$ cat src/rtl/bist_seq_pkg.sv
`timescale 1ns/1ps
package bist_seq_pkg;
  typedef enum logic [1:0] {
    ST_IDLE = 2'd0,
    ST_CMD  = 2'd1,
    ST_DATA = 2'd2,
    ST_FIN  = 2'd3
  } bist_state_e;
endpackage

$ cat src/rtl/bist_cfg_capture.sv
`timescale 1ns/1ps
module bist_cfg_capture #(
  parameter int ADDR_W = 16,
  parameter int LEN_W  = 16,
  parameter int OFF    = 2,
  localparam int WADDR_W = ADDR_W - OFF,
  localparam int CNT_W   = LEN_W - OFF
) (
  input  logic               clk,
  input  logic               rst_n,
  input  logic               load_i,
  input  logic [ADDR_W-1:0]  base_i,
  input  logic [ADDR_W-1:0]  end_i,
  input  logic [LEN_W-1:0]   len_i,
  output logic               req_empty_o,
  output logic [WADDR_W-1:0] base_w_o,
  output logic [WADDR_W-1:0] mask_w_o,
  output logic [CNT_W-1:0]   total_o
);
  logic [WADDR_W-1:0] span_w;

  // Window size in words; a zero span gives an all-ones mask, i.e. no wrap.
  assign span_w      = WADDR_W'((end_i - base_i) >> OFF);
  assign req_empty_o = ((len_i >> OFF) == '0);

  always_ff @(posedge clk or negedge rst_n) begin
    if (!rst_n) begin
      base_w_o <= '0;
      mask_w_o <= '0;
      total_o  <= '0;
    end else if (load_i) begin
      base_w_o <= WADDR_W'(base_i >> OFF);
      mask_w_o <= span_w - WADDR_W'(1);
      total_o  <= CNT_W'(len_i >> OFF);
    end
  end
endmodule

$ cat src/rtl/bist_word_counter.sv
`timescale 1ns/1ps
module bist_word_counter #(
  parameter int CNT_W = 14
) (
  input  logic             clk,
  input  logic             rst_n,
  input  logic             clear_i,
  input  logic             step_i,
  input  logic [CNT_W-1:0] total_i,
  output logic [CNT_W-1:0] idx_o,
  output logic             last_o
);
  always_ff @(posedge clk or negedge rst_n) begin
    if (!rst_n)       idx_o <= '0;
    else if (clear_i) idx_o <= '0;
    else if (step_i)  idx_o <= idx_o + CNT_W'(1);
  end

  assign last_o = (idx_o == (total_i - CNT_W'(1)));

  // a data transfer never happens beyond the requested word count
  a_r2_step_in_range: assert property (@(posedge clk) disable iff (!rst_n)
    step_i |-> (idx_o < total_i));
endmodule

$ cat src/rtl/bist_addr_map.sv
`timescale 1ns/1ps
module bist_addr_map #(
  parameter int WADDR_W = 14,
  parameter int CNT_W   = 14
) (
  input  logic [WADDR_W-1:0] base_w_i,
  input  logic [WADDR_W-1:0] mask_w_i,
  input  logic [CNT_W-1:0]   idx_i,
  output logic [WADDR_W-1:0] addr_o
);
  logic [WADDR_W-1:0] idx_fit;

  generate
    if (CNT_W >= WADDR_W) begin : g_trunc
      assign idx_fit = idx_i[WADDR_W-1:0];
    end else begin : g_ext
      assign idx_fit = {{(WADDR_W-CNT_W){1'b0}}, idx_i};
    end
  endgenerate

  assign addr_o = base_w_i + (idx_fit & mask_w_i);
endmodule

$ cat src/rtl/bist_write_ctrl.sv
`timescale 1ns/1ps
module bist_write_ctrl
  import bist_seq_pkg::*;
(
  input  logic clk,
  input  logic rst_n,
  input  logic start_i,
  input  logic empty_i,
  input  logic last_i,
  input  logic cmd_ready_i,
  input  logic wdata_ready_i,
  output logic load_o,
  output logic step_o,
  output logic cmd_valid_o,
  output logic wdata_valid_o,
  output logic busy_o,
  output logic done_o
);
  bist_state_e state_q, state_d;

  assign load_o        = (state_q == ST_IDLE) && start_i;
  assign step_o        = (state_q == ST_DATA) && wdata_ready_i;
  assign cmd_valid_o   = (state_q == ST_CMD);
  assign wdata_valid_o = (state_q == ST_DATA);
  assign busy_o        = (state_q != ST_IDLE);
  assign done_o        = (state_q == ST_FIN);

  always_comb begin
    state_d = state_q;
    unique case (state_q)
      ST_IDLE: if (start_i)       state_d = empty_i ? ST_FIN : ST_CMD;
      ST_CMD:  if (cmd_ready_i)   state_d = ST_DATA;
      ST_DATA: if (wdata_ready_i) state_d = last_i ? ST_FIN : ST_CMD;
      ST_FIN:                     state_d = ST_IDLE;
      default:                    state_d = ST_IDLE;
    endcase
  end

  always_ff @(posedge clk or negedge rst_n) begin
    if (!rst_n) state_q <= ST_IDLE;
    else        state_q <= state_d;
  end

  // valid is held through back-pressure on both channels
  a_r7_cmd_hold: assert property (@(posedge clk) disable iff (!rst_n)
    (cmd_valid_o && !cmd_ready_i) |=> cmd_valid_o);
  a_r7_data_hold: assert property (@(posedge clk) disable iff (!rst_n)
    (wdata_valid_o && !wdata_ready_i) |=> wdata_valid_o);
  // a completed command is followed by its data phase
  a_r6_cmd_then_data: assert property (@(posedge clk) disable iff (!rst_n)
    (cmd_valid_o && cmd_ready_i) |=> wdata_valid_o);
  a_r6_phase_excl: assert property (@(posedge clk) disable iff (!rst_n)
    !(cmd_valid_o && wdata_valid_o));
  // done is a single-cycle pulse
  a_r8_done_pulse: assert property (@(posedge clk) disable iff (!rst_n)
    done_o |=> !done_o);
endmodule

$ cat src/rtl/bist_seq_writer.sv
`timescale 1ns/1ps
module bist_seq_writer #(
  parameter int ADDR_W = 16,
  parameter int DATA_W = 32,
  parameter int LEN_W  = 16,
  localparam int BE_W    = DATA_W / 8,
  localparam int OFF     = $clog2(BE_W),
  localparam int WADDR_W = ADDR_W - OFF,
  localparam int CNT_W   = LEN_W - OFF
) (
  input  logic               clk,
  input  logic               rst_n,
  input  logic               start_i,
  input  logic [ADDR_W-1:0]  base_i,
  input  logic [ADDR_W-1:0]  end_i,
  input  logic [LEN_W-1:0]   len_i,
  output logic               busy_o,
  output logic               done_o,
  output logic               cmd_valid_o,
  input  logic               cmd_ready_i,
  output logic               cmd_we_o,
  output logic [WADDR_W-1:0] cmd_addr_o,
  output logic               wdata_valid_o,
  input  logic               wdata_ready_i,
  output logic [DATA_W-1:0]  wdata_o,
  output logic [BE_W-1:0]    wdata_be_o
);
  logic               load, step, last, req_empty;
  logic [WADDR_W-1:0] base_w, mask_w;
  logic [CNT_W-1:0]   total, idx;

  bist_cfg_capture #(.ADDR_W(ADDR_W), .LEN_W(LEN_W), .OFF(OFF)) u_cfg (
    .clk(clk), .rst_n(rst_n), .load_i(load),
    .base_i(base_i), .end_i(end_i), .len_i(len_i),
    .req_empty_o(req_empty), .base_w_o(base_w), .mask_w_o(mask_w),
    .total_o(total)
  );

  bist_word_counter #(.CNT_W(CNT_W)) u_cnt (
    .clk(clk), .rst_n(rst_n), .clear_i(load), .step_i(step),
    .total_i(total), .idx_o(idx), .last_o(last)
  );

  bist_addr_map #(.WADDR_W(WADDR_W), .CNT_W(CNT_W)) u_map (
    .base_w_i(base_w), .mask_w_i(mask_w), .idx_i(idx), .addr_o(cmd_addr_o)
  );

  bist_write_ctrl u_ctrl (
    .clk(clk), .rst_n(rst_n), .start_i(start_i), .empty_i(req_empty),
    .last_i(last), .cmd_ready_i(cmd_ready_i), .wdata_ready_i(wdata_ready_i),
    .load_o(load), .step_o(step), .cmd_valid_o(cmd_valid_o),
    .wdata_valid_o(wdata_valid_o), .busy_o(busy_o), .done_o(done_o)
  );

  assign cmd_we_o   = 1'b1;
  assign wdata_o    = DATA_W'(idx);
  assign wdata_be_o = '1;

  // payload stays stable while the sink stalls
  a_r7_addr_stable: assert property (@(posedge clk) disable iff (!rst_n)
    (cmd_valid_o && !cmd_ready_i) |=> $stable(cmd_addr_o));
  a_r7_data_stable: assert property (@(posedge clk) disable iff (!rst_n)
    (wdata_valid_o && !wdata_ready_i) |=> $stable(wdata_o));
  // data advances by exactly one per completed data transfer
  a_r3_data_step: assert property (@(posedge clk) disable iff (!rst_n)
    (wdata_valid_o && wdata_ready_i && !done_o) |=>
      (!wdata_valid_o && (wdata_o == $past(wdata_o) + DATA_W'(1))));
  // no configuration reload while a job is running
  a_r9_no_restart: assert property (@(posedge clk) disable iff (!rst_n)
    (busy_o && start_i) |=> ($stable(base_w) && $stable(mask_w) && $stable(total)));
endmodule

$ cat config.mk
export PLATFORM = sky130hd
export DESIGN_NAME = bist_seq_writer
export DESIGN_NICKNAME = d
export VERILOG_FILES = /design/src/rtl/bist_seq_pkg.sv /design/src/rtl/bist_cfg_capture.sv /design/src/rtl/bist_word_counter.sv /design/src/rtl/bist_addr_map.sv /design/src/rtl/bist_write_ctrl.sv /design/src/rtl/bist_seq_writer.sv
export SDC_FILE = /design/constraint.sdc
export NUM_CORES = 1
export LEC_CHECK = 0
export BUFFER_PORTS_ARGS = -buffer_cell sky130_fd_sc_hd__clkbuf_2
export CORE_MARGIN = 4
export CORE_UTILIZATION = 50
export CTS_CLUSTER_SIZE = 28
export DETAILED_ROUTE_END_ITERATION = 12
export GPL_TIMING_DRIVEN = 0
export MAX_ROUTING_LAYER = met4
export PLACE_DENSITY = 0.78
export SLEW_MARGIN = 20
export SYNTH_ARGS = -nofsm -noshare
export SYNTH_HDL_FRONTEND = slang
export SYNTH_SLANG_ARGS = --single-unit
$ cat constraint.sdc
create_clock -name clk -period 2.8 [get_ports clk]
set_input_delay 0.56 -clock clk [delete_from_list [all_inputs] [get_ports clk]]
set_output_delay 0.56 -clock clk [all_outputs]
set_load 0.03 [all_outputs]
==> results.sh <==
export IMPL_run_status="finished with violations"
export IMPL_violations="setup timing"
export IMPL_cts_root_buffer="sky130_fd_sc_hd__clkbuf_8"
export IMPL_detail_route_drc_violations=0
export IMPL_setup_worst_path_end_class="output port"
export IMPL_clock_power_share_pct=18.0
export IMPL_num_vias=4578
export IMPL_worst_r2r_path_depth=10
export IMPL_vdd_ir_drop_max_uv=368
export IMPL_num_rows=34
export IMPL_antenna_violating_nets_post_route=0
export IMPL_timing_final_crit_share_pct=125
export IMPL_power_internal_mw=2.86
export IMPL_fp_dieArea_sq_um=10800
export IMPL_worstSetupStartpointType="flop"
export IMPL_antenna_cells_inserted=0
export IMPL_critical_path_max_fanout=2
export IMPL_post_synth_inst_count=575
export IMPL_standby_leakage_power_nw=3.09
export IMPL_dpl_cell_area_sq_um=5530
export IMPL_drt_vias_per_instance=5.50
export IMPL_timing_setup_tns_ns=-4.32
export IMPL_rel_slew_slack_pct=56.5
export IMPL_grt_start_max_net_pins=40
export IMPL_worst_endpoint_required_ns=2.24
export IMPL_power_density_nw_per_um2=800
export IMPL_grt_pass1_wl_um=20600
export IMPL_netSwitchingPower_mw=2.24
export IMPL_first_pass_iters=5
export IMPL_dpl_worst_slack_ns=-0.565
export IMPL_seq_power_share_pct=28.1
export IMPL_power_share_combinational_pct=53.9
export IMPL_report_final_slew_viol_count=0
export IMPL_post_synth_cell_area_avg_sq_um=8.03
export IMPL_die_width_um=104
export IMPL_reg2reg_from="u_cfg.total_o[0]"
export IMPL_grt_use_total_pct=23.7
export IMPL_p_total_mw=5.10
export IMPL_timing_final_setup_violations=10
export IMPL_finalWeightedCongestion=0.824
export IMPL_placed_cells=787
export IMPL_first_global_vias=4407
export IMPL_fmax_ghz=0.285
export IMPL_clockBufferDepth=2
export IMPL_netlist_cell_type_count=57
export IMPL_areaGrowthSynthToFinish_pct=37.9
export IMPL_finalInstanceArea_sq_um=6370
export IMPL_number_of_enable_type_register_cells_in_the_synthesized_netlist=0
export IMPL_drt_wl_total_um=13400
export IMPL_io_buffers=82
export IMPL_effective_utilization_at_floorplan_pct=52.2
export IMPL_ios=108
export IMPL_synth_warning_count=0
export IMPL_dp_final_hpwl_um=9240
export IMPL_final_critical_path_setup_slack_ns=-0.707
export IMPL_cts_buffer_count=9
export IMPL_initial_antenna_violation_count=0
export IMPL_final_hold_vio_count=0
export IMPL_placeableCoreArea_sq_um=8850
export IMPL_yosys_most_used_dff="sky130_fd_sc_hd__dfrtp_1"
export IMPL_netSwitchingFraction_pct=43.9
export IMPL_setup_reg_to_reg_worst_slack_ns=-0.28
export IMPL_nets_final=804
export IMPL_clock_insertion_delay_worst_skew_ns=0.34
export IMPL_fin_skew_ns=0.0118
export IMPL_max_cap_violations=0
export IMPL_htree_num_levels=3
export IMPL_cts_hold_buffers=0
export IMPL_sequential_area_share_after_synthesis_pct=31.4
export IMPL_post_layout_nonfiller_instances=833
export IMPL_critPathArrivalTime_ns=2.95
export IMPL_hold_path_class="in2async"
export IMPL_synth_area_sq_um=4620
export IMPL_final_layout_size_suffix_gt1_share_pct=33.7
export IMPL_synth_ff_latch_count=58
export IMPL_setup_worst_path_class="reg2out"
export IMPL_die_height_um=104
export IMPL_path_clk_slew_ns=0.07
export IMPL_synth_async_sr_flop_share_pct=100
export IMPL_grt_overflow=0
export IMPL_post_drt_wl_per_cell_um=16.0
export IMPL_clock_tree_from_tritoncts="yes"
export IMPL_post_route_min_period_ns=3.51
export IMPL_setup_repair_after_global_routing_missed_its_margin="yes"
export IMPL_worstMarginPinSlew_ns=0.652
export IMPL_tritoncts_num_sinks=58
export IMPL_r2r_end="u_ctrl.state_q[1]"
export IMPL_dr_first_iter_drc_count=276
==> metrics by stage <==
step / hold WS (ns) / util (%)
final: 0.124 / 72.0
after floorplan: 0.264 / -
after detailed placement: 0.470 / 62.5
after global routing: 0.148 / 72.0
after global placement: 0.465 / 62.3
after CTS: 0.129 / 68.4
==> worst max-delay path: stages, from the launching register on <==
cell,delay (ns)
sky130_fd_sc_hd__dfrtp_2,0.39
sky130_fd_sc_hd__and2_4,0.15
sky130_fd_sc_hd__ha_4,0.13
sky130_fd_sc_hd__inv_2,0.04
sky130_fd_sc_hd__fa_2,0.36
sky130_fd_sc_hd__inv_2,0.06
sky130_fd_sc_hd__a21oi_2,0.05
sky130_fd_sc_hd__o21ai_2,0.16
sky130_fd_sc_hd__a21o_1,0.16
sky130_fd_sc_hd__nand2_2,0.07
sky130_fd_sc_hd__a21oi_2,0.19
sky130_fd_sc_hd__o21ai_2,0.09
sky130_fd_sc_hd__a21oi_2,0.20
sky130_fd_sc_hd__buf_4,0.15
sky130_fd_sc_hd__nor2_4,0.04
sky130_fd_sc_hd__xnor2_2,0.17
sky130_fd_sc_hd__clkbuf_8,0.18
==> cells in the mapped netlist (2+ instances only) <==
master | n | area [sq um]
sky130_fd_sc_hd__and2_1 | 15 | 93.8
sky130_fd_sc_hd__a31oi_1 | 8 | 50.1
sky130_fd_sc_hd__nor3_1 | 9 | 45.0
sky130_fd_sc_hd__a21o_1 | 6 | 45.0
sky130_fd_sc_hd__nand3b_1 | 5 | 37.5
sky130_fd_sc_hd__a221oi_1 | 2 | 17.5
sky130_fd_sc_hd__buf_4 | 23 | 173
sky130_fd_sc_hd__clkbuf_1 | 19 | 71.3
sky130_fd_sc_hd__conb_1 | 2 | 7.51
sky130_fd_sc_hd__nand4_1 | 7 | 43.8
sky130_fd_sc_hd__a22oi_1 | 2 | 15.0
sky130_fd_sc_hd__dfrtp_1 | 58 | 1450
sky130_fd_sc_hd__ha_1 | 30 | 375
sky130_fd_sc_hd__or4_4 | 2 | 22.5
sky130_fd_sc_hd__mux2i_1 | 3 | 30.0
sky130_fd_sc_hd__nand3_1 | 13 | 65.1
sky130_fd_sc_hd__buf_1 | 2 | 7.51
sky130_fd_sc_hd__nor2_1 | 45 | 169
sky130_fd_sc_hd__o221ai_1 | 2 | 17.5
sky130_fd_sc_hd__or2_1 | 3 | 18.8
sky130_fd_sc_hd__o21ai_1 | 23 | 115
sky130_fd_sc_hd__o21a_1 | 3 | 22.5
sky130_fd_sc_hd__inv_1 | 34 | 128
sky130_fd_sc_hd__a21oi_1 | 27 | 135
sky130_fd_sc_hd__xor2_1 | 30 | 263
sky130_fd_sc_hd__nor4_1 | 5 | 31.3
sky130_fd_sc_hd__o211ai_1 | 2 | 15.0
sky130_fd_sc_hd__nand2_1 | 83 | 312
sky130_fd_sc_hd__o41ai_1 | 2 | 17.5
sky130_fd_sc_hd__xnor2_1 | 28 | 245
sky130_fd_sc_hd__nand2b_1 | 3 | 18.8
sky130_fd_sc_hd__o21bai_1 | 5 | 37.5
sky130_fd_sc_hd__or3_1 | 5 | 31.3
sky130_fd_sc_hd__nor2b_1 | 8 | 50.1
sky130_fd_sc_hd__o21ai_0 | 28 | 140
sky130_fd_sc_hd__a211oi_1 | 6 | 45.0
sky130_fd_sc_hd__and3_1 | 6 | 37.5
sky130_fd_sc_hd__o22a_1 | 2 | 17.5
==> cell usage in the layout, fill, tap and decap left out, types with 18 or more instances in the layout <==
cell                       count
sky130_fd_sc_hd__o21ai_0      25
sky130_fd_sc_hd__dfrtp_1      54
sky130_fd_sc_hd__inv_1        26
sky130_fd_sc_hd__xor2_1       28
sky130_fd_sc_hd__o21ai_1      19
sky130_fd_sc_hd__nor2_1       42
sky130_fd_sc_hd__conb_1       23
sky130_fd_sc_hd__clkbuf_2     70
sky130_fd_sc_hd__clkbuf_8     18
sky130_fd_sc_hd__nand2_1      78
sky130_fd_sc_hd__ha_1         20
sky130_fd_sc_hd__buf_4        55
sky130_fd_sc_hd__xnor2_1      22
==> power by group through the flow <==
| stage | Sequential (mW) | Clock, mW | Combinational [mW] |
|---|---|---|---|
| floorplan | 1.38 | 0 | 1.75 |
| global placement | 1.42 | 0 | 2.19 |
| detailed placement | 1.43 | 0 | 2.28 |
| CTS | 1.42 | 0.924 | 2.51 |
| global route | 1.46 | 0.962 | 2.97 |
| finish | 1.43 | 0.918 | 2.75 |
==> final cells by class <==
type                            instances  area (sq um)
Buffer                                 42           251
Clock buffer                           12           165
Clock inverter                          4          72.6
Fill cell                             671          2480
Inverter                               34           145
Multi-Input combinational cell        459          3370
Sequential cell                        58          1460
Tap cell                              108           135
Timing Repair Buffer                  116           776
==> worst max-delay path by stage <==
stage / endpoint / start
6_report: cmd_addr_o[10] / u_cnt.idx_o[0]
5_1_grt: cmd_addr_o[13] / u_cnt.idx_o[1]
4_1_cts: cmd_addr_o[12] / u_cnt.idx_o[0]
3_5_place_dp: cmd_addr_o[13] / u_cnt.idx_o[1]
3_3_place_gp: cmd_addr_o[13] / u_cnt.idx_o[1]
2_1_floorplan: cmd_addr_o[13] / u_cnt.idx_o[1]
==> state kept, by name, summed over array words and instances, names as in the netlist <==
| register | cells |
|---|---|
| u_cfg.mask_w_o | 14 |
| u_ctrl.state_q | 2 |
| u_cnt.idx_o | 14 |
| u_cfg.base_w_o | 14 |
| u_cfg.total_o | 14 |
==> cells by family (layout without fill, tap and decap cells) <==
group                    count (synthesis)  after routing  synth area share [%]
AND/OR/NAND/NOR                        219            219                  23.4
XOR/XNOR                                58             58                  11.0
other                                    2             23                 0.163
buffers and inverters                   79            208                  8.45
flip-flops                              58             58                  31.4
adder cells (fa/ha/maj)                 31             31                  8.56
AO/OA/AOI/OAI                          124            124                  16.1
multiplexers                             4              4                 0.894
==> routing by layer <==
layer	vias to the layer above	track usage, %	part of all wire (%)
met5	-	-	0
met4	0	9.88	2.5
met3	24	2.92	5.3
met2	156	41.4	52
met1	2185	27.6	40
li1	2213	-	-
==> what timing repair did <==
action / in CTS / in global routing
pin swaps: 24 / 27
hold endpoints to repair: 0 / 0
endpoints found under the setup margin: 11 / 14
gates resized for setup: 40 / 49
setup buffers: 15 / 18
(Power assumes the default switching activity.)
